[src/rtl/wss_pkg.sv]
package wss_pkg;
  localparam int NUM_STALL = 11;
  localparam int STATE_W   = 4;
  localparam logic [15:0] LFSR_SEED = 16'hACE1;
  localparam logic [15:0] LFSR_MASK = 16'hB400;

  typedef enum logic [STATE_W-1:0] {
    ST_SELECTED = 4'd0,
    ST_NOT_SEL  = 4'd1,
    ST_BARRIER  = 4'd2,
    ST_MEMBAR   = 4'd3,
    ST_LONG_SB  = 4'd4,
    ST_SHORT_SB = 4'd5,
    ST_MATH     = 4'd6,
    ST_NO_INST  = 4'd7,
    ST_DRAIN    = 4'd8,
    ST_SLEEP    = 4'd9,
    ST_WAIT     = 4'd10,
    ST_DISPATCH = 4'd11,
    ST_MISC     = 4'd12,
    ST_UNKNOWN  = 4'd15
  } wstate_e;
endpackage

[src/rtl/wss_interval_timer.sv]
module wss_interval_timer #(
  parameter int CNT_W = 12
) (
  input  logic             clk,
  input  logic             rst_n,
  input  logic             en,
  input  logic [CNT_W-1:0] interval,
  output logic             tick
);
  logic [CNT_W-1:0] cnt_q, cnt_d;

  assign tick = en && (cnt_q == interval - 1'b1);

  always_comb begin
    if (!en || tick) cnt_d = '0;
    else             cnt_d = cnt_q + 1'b1;
  end

  always_ff @(posedge clk or negedge rst_n) begin
    if (!rst_n) cnt_q <= '0;
    else        cnt_q <= cnt_d;
  end

  AST_TICK_GAP: assert property (@(posedge clk) disable iff (!rst_n)
    tick |=> !tick);
endmodule

[src/rtl/wss_warp_picker.sv]
module wss_warp_picker
  import wss_pkg::*;
#(
  parameter int NUM_SLOTS = 16,
  localparam int IDX_W = $clog2(NUM_SLOTS)
) (
  input  logic                 clk,
  input  logic                 rst_n,
  input  logic                 advance,
  input  logic [NUM_SLOTS-1:0] active,
  output logic [IDX_W-1:0]     pick_idx,
  output logic                 pick_found
);
  logic [15:0] lfsr_q, lfsr_d;
  logic [IDX_W-1:0] start_idx;

  assign start_idx = lfsr_q[IDX_W-1:0];

  always_comb begin
    if (advance)
      lfsr_d = lfsr_q[0] ? ((lfsr_q >> 1) ^ LFSR_MASK) : (lfsr_q >> 1);
    else
      lfsr_d = lfsr_q;
  end

  always_ff @(posedge clk or negedge rst_n) begin
    if (!rst_n) lfsr_q <= LFSR_SEED;
    else        lfsr_q <= lfsr_d;
  end

  always_comb begin
    logic [IDX_W-1:0] cand;
    pick_found = 1'b0;
    pick_idx   = start_idx;
    cand       = start_idx;
    for (int i = 0; i < NUM_SLOTS; i++) begin
      cand = start_idx + IDX_W'(i);
      if (!pick_found && active[cand]) begin
        pick_found = 1'b1;
        pick_idx   = cand;
      end
    end
  end

  AST_PICK_ACTIVE: assert property (@(posedge clk) disable iff (!rst_n)
    pick_found |-> active[pick_idx]);
  AST_LFSR_LIVE: assert property (@(posedge clk) disable iff (!rst_n)
    lfsr_q != 16'h0000);
endmodule

[src/rtl/wss_state_classify.sv]
module wss_state_classify
  import wss_pkg::*;
#(
  parameter int IDX_W = 4
) (
  input  logic                 issue_valid,
  input  logic [IDX_W-1:0]     issue_idx,
  input  logic [IDX_W-1:0]     slot_idx,
  input  logic                 eligible,
  input  logic [NUM_STALL-1:0] stall,
  output wstate_e              state
);
  always_comb begin
    state = ST_UNKNOWN;
    if (issue_valid && (issue_idx == slot_idx)) begin
      state = ST_SELECTED;
    end else if (eligible) begin
      state = ST_NOT_SEL;
    end else begin
      for (int k = NUM_STALL - 1; k >= 0; k--) begin
        if (stall[k]) state = wstate_e'(STATE_W'(k + 2));
      end
    end
  end
endmodule

[src/rtl/warp_state_sampler.sv]
module warp_state_sampler
  import wss_pkg::*;
#(
  parameter int NUM_SLOTS = 16,
  parameter int PC_W      = 32,
  parameter int INTV_W    = 12,
  parameter int DROP_W    = 16,
  localparam int IDX_W    = $clog2(NUM_SLOTS),
  localparam int STALL_W  = NUM_SLOTS * NUM_STALL
) (
  input  logic                      clk,
  input  logic                      rst_n,
  input  logic                      sample_en,
  input  logic [INTV_W-1:0]         interval,
  input  logic [NUM_SLOTS-1:0]      warp_active,
  input  logic [NUM_SLOTS-1:0]      warp_eligible,
  input  logic [NUM_SLOTS*PC_W-1:0] warp_pc,
  input  logic [STALL_W-1:0]        warp_stall,
  input  logic                      issue_valid,
  input  logic [IDX_W-1:0]          issue_idx,
  output logic                      rec_valid,
  input  logic                      rec_ready,
  output logic [IDX_W-1:0]          rec_warp,
  output logic [PC_W-1:0]           rec_pc,
  output logic [STATE_W-1:0]        rec_state,
  output logic [DROP_W-1:0]         drop_count
);
  logic                 tick;
  logic [IDX_W-1:0]     pick_idx;
  logic                 pick_found;
  logic [PC_W-1:0]      sel_pc;
  logic [NUM_STALL-1:0] sel_stall;
  logic                 sel_elig;
  wstate_e              sel_state;

  logic                 valid_q, valid_d;
  logic [IDX_W-1:0]     warp_q, warp_d;
  logic [PC_W-1:0]      pc_q, pc_d;
  wstate_e              state_q, state_d;
  logic [DROP_W-1:0]    drop_q, drop_d;
  logic                 take, slot_free, load_en, drop_en;

  wss_interval_timer #(.CNT_W(INTV_W)) u_timer (
    .clk(clk), .rst_n(rst_n), .en(sample_en), .interval(interval), .tick(tick)
  );

  wss_warp_picker #(.NUM_SLOTS(NUM_SLOTS)) u_picker (
    .clk(clk), .rst_n(rst_n), .advance(tick), .active(warp_active),
    .pick_idx(pick_idx), .pick_found(pick_found)
  );

  assign sel_pc    = warp_pc[pick_idx*PC_W +: PC_W];
  assign sel_stall = warp_stall[pick_idx*NUM_STALL +: NUM_STALL];
  assign sel_elig  = warp_eligible[pick_idx];

  wss_state_classify #(.IDX_W(IDX_W)) u_classify (
    .issue_valid(issue_valid), .issue_idx(issue_idx), .slot_idx(pick_idx),
    .eligible(sel_elig), .stall(sel_stall), .state(sel_state)
  );

  assign take      = tick && pick_found;
  assign slot_free = !valid_q || rec_ready;
  assign load_en   = take && slot_free;
  assign drop_en   = take && !slot_free;

  always_comb begin
    warp_d  = warp_q;
    pc_d    = pc_q;
    state_d = state_q;
    if (load_en) begin
      valid_d = 1'b1;
      warp_d  = pick_idx;
      pc_d    = sel_pc;
      state_d = sel_state;
    end else if (rec_ready) begin
      valid_d = 1'b0;
    end else begin
      valid_d = valid_q;
    end
    if (drop_en && (drop_q != {DROP_W{1'b1}})) drop_d = drop_q + 1'b1;
    else                                       drop_d = drop_q;
  end

  always_ff @(posedge clk or negedge rst_n) begin
    if (!rst_n) begin
      valid_q <= 1'b0;
      warp_q  <= '0;
      pc_q    <= '0;
      state_q <= ST_UNKNOWN;
      drop_q  <= '0;
    end else begin
      valid_q <= valid_d;
      warp_q  <= warp_d;
      pc_q    <= pc_d;
      state_q <= state_d;
      drop_q  <= drop_d;
    end
  end

  assign rec_valid  = valid_q;
  assign rec_warp   = warp_q;
  assign rec_pc     = pc_q;
  assign rec_state  = state_q;
  assign drop_count = drop_q;

  AST_HOLD_STABLE: assert property (@(posedge clk) disable iff (!rst_n)
    (rec_valid && !rec_ready) |=> (rec_valid && $stable(rec_warp) && $stable(rec_pc) && $stable(rec_state)));
  AST_EMPTY_NO_REC: assert property (@(posedge clk) disable iff (!rst_n)
    (tick && !(|warp_active) && !(rec_valid && !rec_ready)) |=> !rec_valid);
  AST_DROP_INC: assert property (@(posedge clk) disable iff (!rst_n)
    (tick && (|warp_active) && rec_valid && !rec_ready && (drop_count != {DROP_W{1'b1}}))
      |=> (drop_count == $past(drop_count) + 1'b1));
  AST_SELECTED_MATCH: assert property (@(posedge clk) disable iff (!rst_n)
    (tick && (|warp_active) && (!rec_valid || rec_ready))
      |=> ((rec_state == ST_SELECTED) == ($past(issue_valid) && (rec_warp == $past(issue_idx)))));
  AST_DISABLED_QUIET: assert property (@(posedge clk) disable iff (!rst_n)
    !sample_en |=> !$rose(rec_valid));
endmodule

[config.mk]
export PLATFORM = sky130hd
export DESIGN_NAME = warp_state_sampler
export DESIGN_NICKNAME = d
export VERILOG_FILES = /design/src/rtl/wss_pkg.sv /design/src/rtl/wss_interval_timer.sv /design/src/rtl/wss_warp_picker.sv /design/src/rtl/wss_state_classify.sv /design/src/rtl/warp_state_sampler.sv
export SDC_FILE = /design/constraint.sdc
export NUM_CORES = 1
export LEC_CHECK = 0
export ABC_AREA = 1
export CORE_AREA = 2 2 313 315
export CTS_BUF_LIST = sky130_fd_sc_hd__clkbuf_4 sky130_fd_sc_hd__clkbuf_8
export CTS_CLUSTER_DIAMETER = 150
export DETAILED_ROUTE_END_ITERATION = 6
export DIE_AREA = 0 0 315 317
export GPL_TIMING_DRIVEN = 0
export PLACE_DENSITY_LB_ADDON = 0.3
export SLEW_MARGIN = 20
export SYNTH_ARGS = -nofsm -noshare
export SYNTH_HDL_FRONTEND = slang
export SYNTH_SLANG_ARGS = --single-unit
[constraint.sdc]
create_clock -name clk -period 5.1 [get_ports clk]
set_clock_uncertainty 0.1 [all_clocks]
set_input_delay 0.51 -clock clk [delete_from_list [all_inputs] [get_ports clk]]
set_output_delay 0.51 -clock clk [all_outputs]
set_load 0.01 [all_outputs]
* After elaboration in Yosys (flattened, before gate mapping) *
Index checks and enable logic that the tools add are counted.

word-level totals
  register bits = 85
  input bits = 741
  output and inout port bits = 57
  logic and storage cells = 173

cells by class
  add/sub/neg operators = 18
  multiply operators = 1
  order comparisons = 17
  equality and inequality tests = 3
  shift operators = 2
  muxes and demuxes = 82
  bitwise gates (word level) = 1
  reduce and logical (&&, ||, !) cells = 42

operators by type and width
  kind                                                                           number
  512-bit by 10-bit indexed part select with 32-bit output                       1
  176-bit by 9-bit indexed part select with 11-bit output                        1
  4-bit 2-to-1 mux                                                               23
  4-bit by 5-bit less-than comparator with 1-bit output (second input constant)  17
  1-bit binary-select mux with 4-bit select                                      17
  1-bit 2-to-1 mux                                                               35
  4-bit adder (second input constant)                                            8
  1-bit logical AND                                                              21
  1-bit zero test                                                                18
  16-bit by 1-bit adder with 16-bit output (second input constant)               1
  4-bit by 3-bit adder with 4-bit output (second input constant)                 4
  16-bit 2-to-1 mux                                                              1
  16-bit != test (second input constant)                                         1
  12-bit by 1-bit adder with 12-bit output (second input constant)               1
  12-bit == test                                                                 1
  12-bit 2-to-1 mux                                                              1
  3-bit 2-to-1 mux                                                               4
  12-bit by 1-bit subtractor with 12-bit output (second input constant)          1
  4-bit by 2-bit adder with 4-bit output (second input constant)                 2
  4-bit by 4-bit multiplier with 8-bit output (second input constant)            1
  4-bit by 1-bit adder with 4-bit output (second input constant)                 1
  4-bit == test                                                                  1
  3-bit inverter with 4-bit output                                               1
  1-bit logical OR                                                               2
  2 further kinds                                                                2

* Longest topological paths before layout *
  depth after elaboration = 63
  gate-level depth with buffers = 49

* By module *
From an unflattened synthesis, not the netlist that was laid out.

second synthesis, totals
  cell total of the unflattened synthesis = 2,426
  area, all modules = 12,899.9 um^2

by module, submodules not included
  module              instances  cells each  area an instance (um^2)
  warp_state_sampler  1          1,786       9,118.7
  wss_warp_picker     1          426         2,469.9
  wss_interval_timer  1          164         1,086.0
  wss_state_classify  1          50          225.2

* Least setup slack after synthesis *
OpenSTA, ideal clock, no wires.

  path kind = reg-to-reg
  start point = register u_picker.lfsr_q[0]
  end point = register pc_q[28] (netlist: rec_pc[28])
  setup time = 0.149 ns
  arrival = 4.299 ns
  setup slack = 0.552 ns
  stages on the path, launching flop included = 29
  path buffers = 7
  clock period less this slack = 4.548 ns
  cell sequence = dfstp_2 -> buf_4 -> inv_4 -> buf_6 -> ha_1 -> inv_1 -> buf_2 -> nand3_1 -> nand3_1 -> nand3_1 -> nand2_2 -> nand3_2 -> nor2_4 -> nand4_2 -> nor2_4 -> nand4_4 -> nor2_4 -> nand3_2 -> nor3_4 -> nand2_1 -> nand2_2 -> buf_4 -> buf_6 -> buf_4 -> clkbuf_1 -> nand3_1 -> a32o_1 -> nand2_1 -> o311ai_0

on the way
  cells in the longest elaborated chain, start to end = 50
  elaborated cells between the ends (all ways) = 111
  classes of those cells = 15 x add/sub; 1 x shift; 63 x mux; 32 x reduce/logical

ends and longest elaborated chain
  element                                                                          RTL line                  source
  start, declared                                                                  wss_warp_picker.sv:14     logic [15:0] lfsr_q, lfsr_d;
  start signal, assigned                                                           wss_warp_picker.sv:28     else lfsr_q <= lfsr_d;
  branches (longest 50 deep; another with 4-bit by 1-bit adder with 4-bit output)  -
  end signal, assigned                                                             warp_state_sampler.sv:94  pc_q <= pc_d;
  end, declared                                                                    warp_state_sampler.sv:38  logic [PC_W-1:0] pc_q, pc_d;

Parallel ways; which one is timed is not known. The select of a mux whose other input is x is not followed.
A chain may end at the register's enable or synchronous reset.

* Final worst setup path *
  start point = register u_picker.lfsr_q[1]
  end point = register pc_q[9] (netlist: rec_pc[9])

The elaborated chain is that of the path after synthesis.

==> metrics.md <==
| Metric | Value |
|---|---|
| Status | completed |
| DRC | 0 |
| Synth Instances | 2266 |
| Synth area leader | nand2_1 |
| Wirelength, routed | 116000 um |
| Area grow syn2layout | 95.7% |
| Total power divided by cell area | 146 mW/mm2 |
| Clock sink total | 85 |
| Sw frac | 0.422 |
| Max rail drop VDD | 0.140 mV |
| Avg WL per Cell | 26.1 um |
| Syn_nets | 3017 |
| Largest cells by area after synthesis | nand2_1 30%, nand3_1 16%, dfrtp_1 15% |
| Core area | 0.0963 mm2 |
| Post-DP HPWL | 97200 um |
| Clk pwr share | 0.187 |
| Register area share after synthesis | 0.171 |
| CTS tree | yes |
| Crit path buf inv count | 9 |
| Vias/cell | 4.47 |
| Syn Area/Cell | 5.53 um2 |
| CTS Buffer Depth | 2 |
| Leakage | 10.3 nW |
| Worst Tran Pin Value | 0.957 ns |
| Pre-CTS WS | -1.54 ns |
| Top-Level Pins | 798 |
| Net count, final | 3881 |
| CP arrival | 5.03 ns |
| GRT overflow | 0 |
| Post-route cell area | 0.0245 mm2 |
| FF+latch count, synth | 85 |
| Critical Path End Type | flop |
| Routability cong. | 0.974 |
| Yosys cell types | 48 |
| Internal power | 0.00208 W |
| Starting Density | 0.130 |
| Relative slew slack | 0.362 |
| Worst-Skew Late Latency | 0.44 ns |
| Critical path's most frequent cell | nand3_1 |
| Mapped Area | 0.0125 mm2 |
| Slew Limit Fails | 0 |
| Initial antenna violation count | 54 |
| Sequential power share | 0.191 |
| Synth Warn # | 0 |
| Worst-path fanout max | 13 |
| Final Hold Viols | 0 |
| Dominant synthesized flop cell | dfrtp_1 |
| Setup Viol. Count Final | 0 |
| Non-Filler Instances | 4439 |
| Min Tclk post-route | 4.82 ns |
| Largest net degree at the start of global routing | 63 |
| Post-Place Cells | 4341 |
| Final period util | 0.946 |
| Die Ht | 317 um |
| First-pass GRT wire length | 152000 um |
| CP max stage cell | dfrtp_2 |
| Synth top area share | 0.297 |
| HP Class | flop to flop |
| FMAX | 207 MHz |
| Worst-path clk slew | 0.11 ns |
| Die ar. | 0.0999 mm2 |
| Vias in the first global route | 19162 |
| DR iter-0 viols | 1519 |
| CTS root buffer | clkbuf_8 |
| Antenna-violating nets left | 0 |
| Die width | 315 um |
| Comb pwr share | 0.623 |
| Max_cap viols | 0 |
| WP data required | 5.31 ns |
| Async set or reset register ratio after synthesis | 1.00 |
| Initial DRT Pass Iterations | 5 |
| Max incr delay on CP | 0.48 ns |
| Number of enable flip-flop cells after synthesis | 0 |
| Total CTS buffers | 9 |
| # H-tree levels | 3 |
| Net switching power figure | 0.00151 W |
| Worst Slack Setup Final | 0.276 ns |
| Share of cells above drive strength 1 | 0.127 |
| Startpoint types | flop |
| # port buffers | 797 |
| CP top delay family | simple AND/OR/NAND/NOR gates |
| FP Rows | 114 |
| Total vias in the final route | 19829 |
| GRT Overall Usage | 0.220 |
| Placement Cell Area | 0.0222 mm2 |
| WS Path Type | flop to flop |
==> power groups by stage <==
| stage | registers, W | logic [W] | clock network [W] |
|---|---|---|---|
| detailed placement | 0.000697 | 0.00195 | 0 |
| finish | 0.000685 | 0.00224 | 0.000670 |
| floorplan | 0.000698 | 0.000778 | 0 |
| global route | 0.000686 | 0.00237 | 0.000726 |
| global placement | 0.000697 | 0.00195 | 0 |
| CTS | 0.000685 | 0.00214 | 0.000704 |
==> layout make-up <==
type / count / area (um2)
fillers: 10973 / 71800
multi-input cells: 1922 / 9800
repair buffers: 854 / 8580
flip-flops and latches: 85 / 2140
plain buffers: 158 / 1690
well taps: 1276 / 1600
inverters: 100 / 393
clock inverters: 7 / 128
clock buffers: 9 / 124
diodes: 28 / 70.1
==> cell usage after synthesis, types with 4 or more instances <==
cell	number
nand2_1	991
nand3_1	407
nor2_1	132
inv_1	93
buf_2	79
o21ai_0	75
dfrtp_1	73
a31oi_1	51
a32o_1	51
a21oi_1	45
clkbuf_1	30
buf_4	28
xor2_1	23
xnor2_1	21
buf_6	19
o21ai_1	19
nand4_1	16
o311ai_0	16
dfstp_2	12
nand3b_1	11
ha_1	10
nor3_1	9
o211ai_1	6
nand2_2	4
nor3b_1	4
==> cells in the final DEF (no fill, tap or decap), drive strengths merged, types with 4 or more instances in the layout <==
| cell type | instances |
|---|---|
| nand2 | 999 |
| clkdlybuf4s50 | 796 |
| nand3 | 409 |
| buf | 189 |
| nor2 | 138 |
| inv | 101 |
| o21ai | 95 |
| dfrtp | 73 |
| a32o | 51 |
| a31oi | 51 |
| a21oi | 45 |
| clkbuf | 35 |
| diode | 28 |
| xor2 | 24 |
| xnor2 | 21 |
| nand4 | 18 |
| o311ai | 16 |
| dfstp | 12 |
| nand3b | 11 |
| nor3 | 10 |
| ha | 10 |
| o211ai | 6 |
| nor3b | 4 |
==> worst register-to-register path: cells and delay by family, from the launching register on <==
kind	cells	cell delay (ns)
buf+inv	9	1.37
flops	1	0.48
compound gates	1	0.28
fa+ha+maj	1	0.24
simple gates	19	2.24
==> through the flow <==
stage	utilization	total power [W]	TNS [ns]	hold slack (ns)
final	0.255	0.00359	0	0.376
after global routing	0.254	0.00378	-0.0129	0.404
after CTS	0.245	0.00353	0	0.372
after detailed placement	0.230	0.00265	-52.90	0.304
after global placement	0.230	0.00265	-94.15	0.353
after floorplan	-	0.00148	0	0.114
==> cells by family (layout without fill, tap and decap cells) <==
family | Yosys count | after routing | share of synthesized area
buffers and inverters | 259 | 1128 | 0.106
adders and majority gates | 10 | 10 | 0.00998
DFF | 85 | 85 | 0.171
and+or+nand+nor | 1597 | 1597 | 0.539
xor gates and xnor gates | 45 | 45 | 0.0320
other | 0 | 28 | 0
AOI/OAI and AO/OA | 270 | 270 | 0.142
==> metal layers <==
| layer | share of wire | track usage | vias to the layer above |
|---|---|---|---|
| li1 | - | - | 9308 |
| met1 | 0.41 | 0.266 | 9426 |
| met2 | 0.47 | 0.367 | 919 |
| met3 | 0.076 | 0.0537 | 148 |
| met4 | 0.042 | 0.102 | 28 |
| met5 | 0.0016 | 0 | - |
==> flip-flops by register name, summed over array words and instances (netlist names) <==
signal           cells
rec_pc              32
drop_count          16
u_picker.lfsr_q     16
u_timer.cnt_q       12
rec_state            4
rec_warp             4
rec_valid            1
==> path summary, 6_finish.rpt <==
path,start,slack (ns),endpoint,depth (start not counted)
worst max-delay path,u_picker.lfsr_q[1],0.28,rec_pc[9],30
worst min-delay path,rec_state[0],0.38,rec_state[0],2
worst max register to register,u_picker.lfsr_q[1],0.28,rec_pc[9],30
worst min register to register,rec_state[0],0.38,rec_state[0],2
max in group asynchronous,rst_n,3.75,u_picker.lfsr_q[7],3
min in group asynchronous,rst_n,0.42,rec_warp[1],2
==> timing repair <==
action,4_1_cts,5_1_grt
endpoints found under the setup margin,49,40
pin swaps,17,25
gates resized for setup,275,163
setup buffers,18,30
gates cloned,2,4
hold buffers,1,0
endpoints found under the hold margin,19,0
No activity file was read; power rests on OpenSTA's default activity.
